[src/rtl/pllsw_pkg.sv]
// Shared constants and helpers for the PLL clock switch sequencer.
// Assumes a byte-wide register port with a two-bit address.
package pllsw_pkg;

    localparam logic [1:0] ADR_PLL  = 2'd0;
    localparam logic [1:0] ADR_ROM  = 2'd1;
    localparam logic [1:0] ADR_DIV  = 2'd2;
    localparam logic [1:0] ADR_STAT = 2'd3;

    localparam int BIT_SEL = 5;
    localparam int BIT_EN  = 3;

    typedef enum logic [1:0] {
        GS_OSC = 2'd0,
        GS_GAP = 2'd1,
        GS_PLL = 2'd2
    } gate_st_t;

    // Multiplication ratio belonging to a multiplier code.
    function automatic int mul_ratio(input logic [1:0] code);
        case (code)
            2'b00:   return 1;
            2'b01:   return 6;
            2'b10:   return 4;
            default: return 8;
        endcase
    endfunction

endpackage

[src/rtl/pllsw_lock_timer.sv]
// Lock interval timer: stands in for PLL settling.
// Counts oscillator cycles while the PLL is enabled and saturates at LIMIT.
// Assumes restart is pulsed by any accepted change of enable or multiplier.
module pllsw_lock_timer #(
    parameter int LIMIT = 1600
) (
    input  logic clk,
    input  logic rst_n,
    input  logic pll_en,
    input  logic restart,
    output logic ready
);
    localparam int CW = $clog2(LIMIT + 1);
    localparam logic [CW-1:0] CLIM = CW'(LIMIT);

    logic [CW-1:0] cnt_q;

    // Advance the settle count, restarting on a configuration change.
    always_ff @(posedge clk) begin
        if (!rst_n)
            cnt_q <= '0;
        else if (restart)
            cnt_q <= '0;
        else if (pll_en && cnt_q != CLIM)
            cnt_q <= cnt_q + 1'b1;
    end

    assign ready = pll_en && (cnt_q == CLIM);

endmodule

[src/rtl/pllsw_regs.sv]
// Register file with write guards for the clock switch sequence.
// Rejects unsafe writes to the PLL control and ROM mode registers and records
// them in a sticky error flag. Assumes single-cycle write strobes.
module pllsw_regs
    import pllsw_pkg::*;
#(
    parameter int OSC_KHZ  = 8000,
    parameter int FAST_KHZ = 40000
) (
    input  logic       clk,
    input  logic       rst_n,
    input  logic       we,
    input  logic [1:0] addr,
    input  logic [7:0] wdata,
    input  logic       lock_ready,
    output logic       sel,
    output logic       en,
    output logic [1:0] mul,
    output logic [1:0] rom,
    output logic [1:0] div_core,
    output logic [1:0] div_io,
    output logic       err,
    output logic       cfg_restart
);
    logic       sel_q, en_q, err_q;
    logic [1:0] mul_q, rom_q, dc_q, di_q;
    logic       wr_pll, wr_rom, wr_div, wr_stat;
    logic       cfg_chg, sel_rise, fast_now;
    logic       pll_bad, pll_ok, rom_bad;
    logic       wdata_unused;

    assign wdata_unused = ^{wdata[7:6], wdata[2]};

    // Decode the write target and evaluate the guard rules.
    always_comb begin
        wr_pll   = we && (addr == ADR_PLL);
        wr_rom   = we && (addr == ADR_ROM);
        wr_div   = we && (addr == ADR_DIV);
        wr_stat  = we && (addr == ADR_STAT);
        cfg_chg  = (wdata[BIT_EN] != en_q) || (wdata[1:0] != mul_q);
        sel_rise = wdata[BIT_SEL] && !sel_q;
        fast_now = (OSC_KHZ * mul_ratio(mul_q)) >= FAST_KHZ;
        pll_bad  = wr_pll && ((cfg_chg && (sel_q || wdata[BIT_SEL]))
                            || (sel_rise && !lock_ready)
                            || (sel_rise && fast_now && !rom_q[1]));
        pll_ok   = wr_pll && !pll_bad;
        rom_bad  = wr_rom && sel_q && fast_now && !wdata[1];
    end

    // PLL control register: updated only by accepted writes.
    always_ff @(posedge clk) begin
        if (!rst_n) begin
            sel_q <= 1'b0;
            en_q  <= 1'b0;
            mul_q <= 2'b00;
        end else if (pll_ok) begin
            sel_q <= wdata[BIT_SEL];
            en_q  <= wdata[BIT_EN];
            mul_q <= wdata[1:0];
        end
    end

    // ROM access mode register, starting in two-cycle mode.
    always_ff @(posedge clk) begin
        if (!rst_n)
            rom_q <= 2'b01;
        else if (wr_rom && !rom_bad)
            rom_q <= wdata[1:0];
    end

    // Divider register: core at full rate, peripherals at half rate by default.
    always_ff @(posedge clk) begin
        if (!rst_n) begin
            dc_q <= 2'b00;
            di_q <= 2'b01;
        end else if (wr_div) begin
            dc_q <= wdata[1:0];
            di_q <= wdata[5:4];
        end
    end

    // Sticky error flag: set by a rejected write, cleared by writing one.
    always_ff @(posedge clk) begin
        if (!rst_n)
            err_q <= 1'b0;
        else if (pll_bad || rom_bad)
            err_q <= 1'b1;
        else if (wr_stat && wdata[1])
            err_q <= 1'b0;
    end

    assign sel         = sel_q;
    assign en          = en_q;
    assign mul         = mul_q;
    assign rom         = rom_q;
    assign div_core    = dc_q;
    assign div_io      = di_q;
    assign err         = err_q;
    assign cfg_restart = pll_ok && cfg_chg;

endmodule

[src/rtl/pllsw_clk_gate.sv]
// Break-before-make sequencer for the two clock source enables.
// On a change of the requested source it closes the active gate, waits
// SETTLE cycles with both gates closed, then opens the requested one.
// Assumes SETTLE >= 1. Enables decode straight from the registered state.
module pllsw_clk_gate
    import pllsw_pkg::*;
#(
    parameter int SETTLE = 2
) (
    input  logic clk,
    input  logic rst_n,
    input  logic want_pll,
    output logic osc_on,
    output logic pll_on
);
    localparam int SW = $clog2(SETTLE + 1);
    localparam logic [SW-1:0] SLAST = SW'(SETTLE - 1);

    gate_st_t      st_q;
    logic [SW-1:0] gap_q;

    // Step the gate state machine and time the closed gap.
    always_ff @(posedge clk) begin
        if (!rst_n) begin
            st_q  <= GS_OSC;
            gap_q <= '0;
        end else begin
            case (st_q)
                GS_OSC: if (want_pll) begin
                    st_q  <= GS_GAP;
                    gap_q <= '0;
                end
                GS_PLL: if (!want_pll) begin
                    st_q  <= GS_GAP;
                    gap_q <= '0;
                end
                default: begin
                    if (gap_q == SLAST)
                        st_q <= want_pll ? GS_PLL : GS_OSC;
                    else
                        gap_q <= gap_q + 1'b1;
                end
            endcase
        end
    end

    assign osc_on = (st_q == GS_OSC);
    assign pll_on = (st_q == GS_PLL);

endmodule

[src/rtl/pll_switch_ctrl.sv]
// Top of the PLL clock switch sequencer.
// Joins the guarded register file, the lock timer and the gate sequencer,
// and drives the combinational read port. One clock domain: the oscillator.
module pll_switch_ctrl
    import pllsw_pkg::*;
#(
    parameter int OSC_KHZ  = 8000,
    parameter int LOCK_US  = 200,
    parameter int FAST_KHZ = 40000,
    parameter int SETTLE   = 2
) (
    input  logic       clk,
    input  logic       rst_n,
    input  logic       bus_we,
    input  logic [1:0] bus_addr,
    input  logic [7:0] bus_wdata,
    output logic [7:0] bus_rdata,
    output logic       clk_en_osc,
    output logic       clk_en_pll,
    output logic [1:0] core_div,
    output logic [1:0] io_div
);
    localparam int LOCK_CYCLES = (OSC_KHZ * LOCK_US) / 1000;

    logic       sel_q, en_q, err_q, lock_ready, restart;
    logic [1:0] mul_q, rom_q;

    pllsw_regs #(
        .OSC_KHZ (OSC_KHZ),
        .FAST_KHZ(FAST_KHZ)
    ) u_regs (
        .clk        (clk),
        .rst_n      (rst_n),
        .we         (bus_we),
        .addr       (bus_addr),
        .wdata      (bus_wdata),
        .lock_ready (lock_ready),
        .sel        (sel_q),
        .en         (en_q),
        .mul        (mul_q),
        .rom        (rom_q),
        .div_core   (core_div),
        .div_io     (io_div),
        .err        (err_q),
        .cfg_restart(restart)
    );

    pllsw_lock_timer #(
        .LIMIT(LOCK_CYCLES)
    ) u_lock (
        .clk    (clk),
        .rst_n  (rst_n),
        .pll_en (en_q),
        .restart(restart),
        .ready  (lock_ready)
    );

    pllsw_clk_gate #(
        .SETTLE(SETTLE)
    ) u_gate (
        .clk     (clk),
        .rst_n   (rst_n),
        .want_pll(sel_q),
        .osc_on  (clk_en_osc),
        .pll_on  (clk_en_pll)
    );

    // Read multiplexer over the four registers.
    always_comb begin
        case (bus_addr)
            ADR_PLL:  bus_rdata = {2'b00, sel_q, 1'b0, en_q, 1'b0, mul_q};
            ADR_ROM:  bus_rdata = {6'b0, rom_q};
            ADR_DIV:  bus_rdata = {2'b00, io_div, 2'b00, core_div};
            default:  bus_rdata = {5'b0, clk_en_pll, err_q, lock_ready};
        endcase
    end

endmodule

[config.mk]
export PLATFORM = sky130hd
export DESIGN_NAME = pll_switch_ctrl
export DESIGN_NICKNAME = d
export VERILOG_FILES = /design/src/rtl/pllsw_pkg.sv /design/src/rtl/pllsw_lock_timer.sv /design/src/rtl/pllsw_regs.sv /design/src/rtl/pllsw_clk_gate.sv /design/src/rtl/pll_switch_ctrl.sv
export SDC_FILE = /design/constraint.sdc
export NUM_CORES = 1
export LEC_CHECK = 0
export BUFFER_PORTS_ARGS = -buffer_cell sky130_fd_sc_hd__buf_4
export CORE_ASPECT_RATIO = 0.7
export CORE_MARGIN = 2
export CORE_UTILIZATION = 40
export CTS_CLUSTER_SIZE = 28
export DETAILED_ROUTE_END_ITERATION = 6
export PLACE_DENSITY = 0.58
export SYNTH_ARGS = -nofsm -noshare
export SYNTH_HDL_FRONTEND = slang
export SYNTH_SLANG_ARGS = --single-unit
[constraint.sdc]
create_clock -name clk -period 1.9 [get_ports clk]
set_input_delay 0.095 -clock clk [delete_from_list [all_inputs] [get_ports clk]]
set_output_delay 0.095 -clock clk [all_outputs]
set_load 0.03 [all_outputs]
* Word level (Yosys, flattened, before mapping)
Index checks and enable logic that the tools add are counted.
** Word-level totals
- Register bits :: 26
- Input bits :: 13
- Output and inout port bits :: 14
- Word-level logic and storage cells :: 80
** Operators by class
- $add $sub $neg :: 2
- Multiply operators :: 1
- Order comparisons :: 1
- Eq/ne operators :: 14
- Muxes and demuxes :: 13
- Bitwise logic cells :: 1
- Reduce and logical (&&, ||, !) cells :: 38
** Operator list (number)
- $ge 32x17->1 const B :: 1
- $logic_and 1x1->1 :: 19
- $pmux 6 s3 :: 1
- $mux 2 :: 7
- $pmux 4 s3 :: 1
- $add 11x1->11 const B :: 1
- $eq 11x11->1 const B :: 1
- $mul 7x4->11 const A :: 1
- $ne 11x11->1 const B :: 1
- $eq 2x2->1 const B :: 4
- $pmux 2 s2 :: 2
- $eq 2x1->1 const B :: 3
- $logic_not 1->1 :: 6
- $logic_not 2->1 :: 3
- $reduce_and 3->1 :: 2
- $logic_or 1x1->1 :: 5
- $ne 3x3->1 const B :: 1
- $reduce_bool 3->1 :: 1
- $add 2x1->2 const B :: 1
- $mux 1 :: 2
- $ne 2x1->1 const B :: 1
- $ne 2x2->1 :: 1
- $ne 2x2->1 const B :: 1
- $reduce_bool 2->1 :: 1
- other kinds (3) :: 3

* Logic depth before layout (Yosys ltp)
- Word-level depth :: 12
- Depth in mapped cells :: 7
- Depth with buffers taken out :: 7

* Hierarchy
A second synthesis with hierarchy kept.
** Second synthesis, totals
- Cells, all modules :: 175
- Area, all modules :: 1605.3 sq um
** Modules (own cells, without submodules)
- pllsw_regs :: instances 1, cells each 71, area an instance 688.2 sq um, sequential area each 220.2 sq um
- pllsw_lock_timer :: instances 1, cells each 71, area an instance 586.8 sq um, sequential area each 220.2 sq um
- pllsw_clk_gate :: instances 1, cells each 23, area an instance 220.2 sq um, sequential area each 80.1 sq um
- pll_switch_ctrl :: instances 1, cells each 10, area an instance 110.1 sq um, sequential area each 0.0 sq um

* Least setup slack after synthesis
No wires, ideal clock.
- Path kind :: flip-flop to flip-flop
- Start point :: reg u_regs.mul_q[0] (netlist: u_regs.mul[0])
- End point :: reg u_regs.rom_q[0] (netlist: u_regs.rom[0])
- Library setup time :: 0.125 ns
- Data arrival time :: 1.646 ns
- Required time :: 1.775 ns
- Path slack :: 0.129 ns
- Stages on the path, launching flop included :: 8
- Buffers on the path :: 0
- Period minus slack after synthesis :: 1.771 ns
- Path through :: dfxtp_1 inv_1 ha_1 and2_1 o311a_1 nand2b_1 mux2i_1 nand2_1
** On the way
- Cells in the longest elaborated chain, start to end :: 8
- Elaborated cells on any way between the ends :: 10
- Those cells by class :: mul (1); order compare (1); eq/ne (2); mux (1); reduce/logical (5)
** RTL lines
- from (decl) :: line pllsw_regs.sv:26 : logic [1:0] mul_q, rom_q, dc_q, di_q;
- from (signal assigned) :: line pllsw_regs.sv:59 : mul_q <= wdata[1:0];
- $eq 2x2->1 (tied with other cells) :: line pllsw_pkg.sv:21 : case (code)
- $pmux 4 s3 * :: line pllsw_pkg.sv:21
- $mul 7x4->11 * :: line pllsw_regs.sv:42 : fast_now = (OSC_KHZ * mul_ratio(mul_q)) >= FAST_KHZ;
- $ge 32x17->1 * :: line pllsw_regs.sv:42
- $logic_and 1x1->1 * (2 in a row) :: line pllsw_regs.sv:47 : rom_bad = wr_rom && sel_q && fast_now && !wdata[1];
- $logic_not 1->1 * :: line pllsw_regs.sv:67 : else if (wr_rom && !rom_bad)
- $logic_and 1x1->1 * :: line pllsw_regs.sv:67
- to (signal assigned) :: line pllsw_regs.sv:68 : rom_q <= wdata[1:0];
- to (decl) :: line pllsw_regs.sv:26
Mark *: on every way between the ends. The rest lies on a longest branch, timed or not.
A chain may end at the register's enable or synchronous reset.

* Worst setup path in the final report
- Start point :: reg u_lock.cnt_q[0]
- End point :: out bus_rdata[0]
** On the way
- Cells in the longest elaborated chain, start to end :: 3
** RTL lines
- from (decl) :: line pllsw_lock_timer.sv:16 : logic [CW-1:0] cnt_q;
- from (signal assigned) :: line pllsw_lock_timer.sv:25 : cnt_q <= cnt_q + 1'b1;
- $eq 11x11->1 :: line pllsw_lock_timer.sv:28 : assign ready = pll_en && (cnt_q == CLIM);
- $logic_and 1x1->1 :: line pllsw_lock_timer.sv:28
- $pmux 6 s3 :: line pll_switch_ctrl.sv:70 : case (bus_addr)
- to (decl) :: line pll_switch_ctrl.sv:17 : output logic [7:0] bus_rdata,
Every way passes these cells.

==> results.md <==
| Parameter | Reported |
| --- | --- |
| Via count | 1,240 |
| Number of placed I/O pins | 27 |
| Cell with the most instances after synthesis | sky130_fd_sc_hd__dfxtp_1 |
| Synthesized instance count | 171 |
| Initial antenna violation count | 0 |
| Element type at the critical path end | primary output |
| Wirelength per Cell | 12.91 microns |
| Most area-hungry cell type in the Yosys netlist | sky130_fd_sc_hd__dfxtp_1 |
| Area of the placeable core | 3603 sq um |
| Wire length of the first global-routing pass | 5478 microns |
| GRT overflow | 0 |
| Data required, critical path | 1.80 ns |
| Post-layout instance area | 1824 sq um |
| Startpoint type of the worst setup path | register |
| TritonCTS clock tree | done |
| Top FF cell, synth | sky130_fd_sc_hd__dfxtp_1 |
| Source-to-sink clock delay at the later pin of the worst-skew pair | 0.27 ns |
| Clock tree skew after final layout | 0.004536 ns |
| Type of the setup path with the least slack | reg -> out |
| Shortest clock period the worst path allows after layout | 1.879 ns |
| Ranking of synthesized cells by instance count | sky130_fd_sc_hd__dfxtp_1, sky130_fd_sc_hd__nor2_1, sky130_fd_sc_hd__nand2_1 |
| Drc violations | 0 |
| Hold WC Path Type | in -> reg |
| Synth async-reset ratio | 0 |
| Max Root-Sink Buffers | 2 |
| Die Outline Area | 4391 sq um |
| Count of input and output buffers | 21 |
| Count of TritonRoute iterations in the first routing pass | 4 |
| Area Growth Syn to Fin | 17.87% |
| Xor and xnor area share after synthesis | 0.08488 |
| CTS clock-pin slew for the worst setup and hold paths | 0.09 ns |
| Vias per std cell | 5.061 |
| Initial core utilization | 0.4295 |
| Count of flip-flops with a built-in enable after synthesis | 0 |
| Layout Cells excl Fill | 245 |
| Max-cap violations | 0 |
| Final-report setup violation count | 0 |
| CTS H-Tree Depth | 1 |
| Highest clock frequency the design can meet | 0.5323 GHz |
| Synth Area in Adders | 0.06467 |
| Worst path arrival time | 1.78 ns |
| Dominant combinational cell family by area after synthesis | simple AND/OR/NAND/NOR gates |
| TritonCTS Sinks | 26 |
| Standard-cell row count | 18 |
| Antenna violation net count after detailed routing | 0 |
| Fraction of the mapped netlist area in compound gates | 0.07357 |
| Fraction of synthesized cell area taken by the top area cell type | 0.3363 |
| Worst voltage drop across the vdd grid | 0.0003020 V |
| Die Height | 56.05 microns |
| Slowest cell on crit path | sky130_fd_sc_hd__mux4_2 |
| Via count of the first global-routing pass | 1,227 |
| Proportion of layout cells with a drive suffix above 1 | 0.2718 |
| Max FO, Critical Path | 2 |
| Drt initial violations | 36 |
| Ranking of synthesized cells by area | sky130_fd_sc_hd__dfxtp_1, sky130_fd_sc_hd__ha_1, sky130_fd_sc_hd__mux2i_1 |
| Yosys Warn Count | 0 |
| Final hold viol count | 0 |
| Result of the run | finished clean |
| Simple logic cell fraction of the synthesized area | 0.2732 |
| Synthesized area | 1548 sq um |
| Yosys reg bits | 26 |
| Period utilisation layout | 0.9888 |
| Cell family with the largest share of critical-path delay | multiplexers |
| NumNets Final | 218 |
| Library cells used by synthesis | 44 |
| Largest net degree at the start of global routing | 20 |
| Sequential share of the synthesized area | 0.3363 |
| Longest individual stage delay on the worst path | 0.47 ns |
| Area after detailed placement | 1729 sq um |
| Floorplan die width | 78.35 microns |
| Buffers plus inverters on the worst setup path | 3 |
| Max_slew headroom | 0.4558 |
| Max Slew Vio Count | 0 |
| Inserted Clock Buffers | 3 |
| Multiplexer fraction of the synthesized cell area | 0.1011 |
| Post-Syn Area per Cell | 9.051 sq um |
| Placed wire-length estimate | 2392 microns |
| GRT Total Usage | 0.1546 |
| Static leakage | 0.0007679 uW |
| Total wire length after detailed routing | 3164 microns |
| Cell count after placement | 237 |
| Last weighted congestion value of the routability-driven placer | 0.8882 |
| Cells along the critical path | inv_2 > ha_2 > and4b_1 > nand4_2 > inv_1 > mux4_2 > buf_6 |
| Worst Max-Slew Pin Slew | 0.8109 ns |
| Antenna diode count | 0 |
| Master cell of the clock root buffer | sky130_fd_sc_hd__clkbuf_8 |
| Power per unit of standard cell area | 542.8 nW/um^2 |
| RSZ-0062 raised after global routing | true |
## report_power, final
group	total (uW)	internal (uW)	switching (uW)
clock network	316	142	173
logic	118	48.7	69.5
registers	556	551	5.25
total	990	742	248
## routing by layer
layer / wire, microns / global-route usage
met5: 0 / 0
met4: 26 / 0.03759
met3: 114 / 0.03409
met2: 1503 / 0.2611
met1: 1519 / 0.2010
## through the flow
step	hold slack, ns	worst slack (ns)	total power [uW]	utilization	setup TNS [ns]
3_5_place_dp	0.3245	0.06653	685.0	0.4799	0
4_1_cts	0.03481	0.01021	1008	0.5000	0
3_3_place_gp	0.3096	0.1134	681.4	0.4799	0
6_report	0.04409	0.02125	990.2	0.5063	0
5_1_grt	0.05011	-0.02924	1044	0.5063	-0.04282
2_1_floorplan	0.2201	0.1288	649.0	-	0
## worst paths after layout
| kind | start | end | slack, ns | cells past startpoint |
|---|---|---|---|---|
| max | u_lock.cnt_q[0]$_SDFFE_PP0P_ | bus_rdata[0] | 0.02 | 7 |
| min | bus_wdata[4] | u_regs.div_io[0]$_SDFFE_PN1P_ | 0.04 | 3 |
| max reg2reg | u_regs.mul[0]$_SDFFE_PN0P_ | u_regs.rom[0]$_SDFFE_PN1P_ | 0.07 | 7 |
| min reg2reg | u_regs.mul[0]$_SDFFE_PN0P_ | u_regs.mul[0]$_SDFFE_PN0P_ | 0.49 | 2 |
## flip-flops by register name, indices dropped and copies added, names as in the netlist, 2 cells and up
register	cells
u_gate.st_q	2
u_gate.gap_q	2
u_regs.div_io	2
u_lock.cnt_q	11
u_regs.rom	2
u_regs.mul	2
u_regs.div_core	2
## kinds of logic after synthesis
logic type	Yosys count
and+or+nand+nor	75
DFF	26
buffers and inverters	17
AOI/OAI and AO/OA	16
xor gates and xnor gates	15
muxes	13
adders and majority gates	8
other	1
## area by class of cell
cell class | count | area, sq um
Clock buffer | 3 | 41.29
Fill cell | 349 | 1779
Inverter | 7 | 26.28
Multi-Input combinational cell | 129 | 939.7
Sequential cell | 26 | 525.5
Tap cell | 50 | 62.56
Timing Repair Buffer | 30 | 229.0
## placed cells by master (no fill, tap or decap), types with 5 or more instances in the layout
master and n:
sky130_fd_sc_hd__mux2i_1 10, sky130_fd_sc_hd__xnor2_1 7, sky130_fd_sc_hd__nand3_1 7, sky130_fd_sc_hd__buf_4 29, sky130_fd_sc_hd__ha_1 7, sky130_fd_sc_hd__nor2_1 20
sky130_fd_sc_hd__xor2_1 8, sky130_fd_sc_hd__nand2_1 17, sky130_fd_sc_hd__inv_1 5, sky130_fd_sc_hd__dfxtp_1 22, sky130_fd_sc_hd__nor2b_1 6
## tightest hold or removal path, delay by kind of cell
family / cells / cell delay, ns
buffers and inverters: 1 / 0.08
muxes: 1 / 0.05
and+or+nand+nor: 1 / 0.06
## timing repair
action / in CTS / in global routing
setup endpoints to repair: 1 / 6
hold buffers: 0 / 0
pin swaps: 2 / 0
resized for setup: 5 / 4
setup buffers: 3 / 2
No activity file was read; power rests on OpenSTA's default activity.
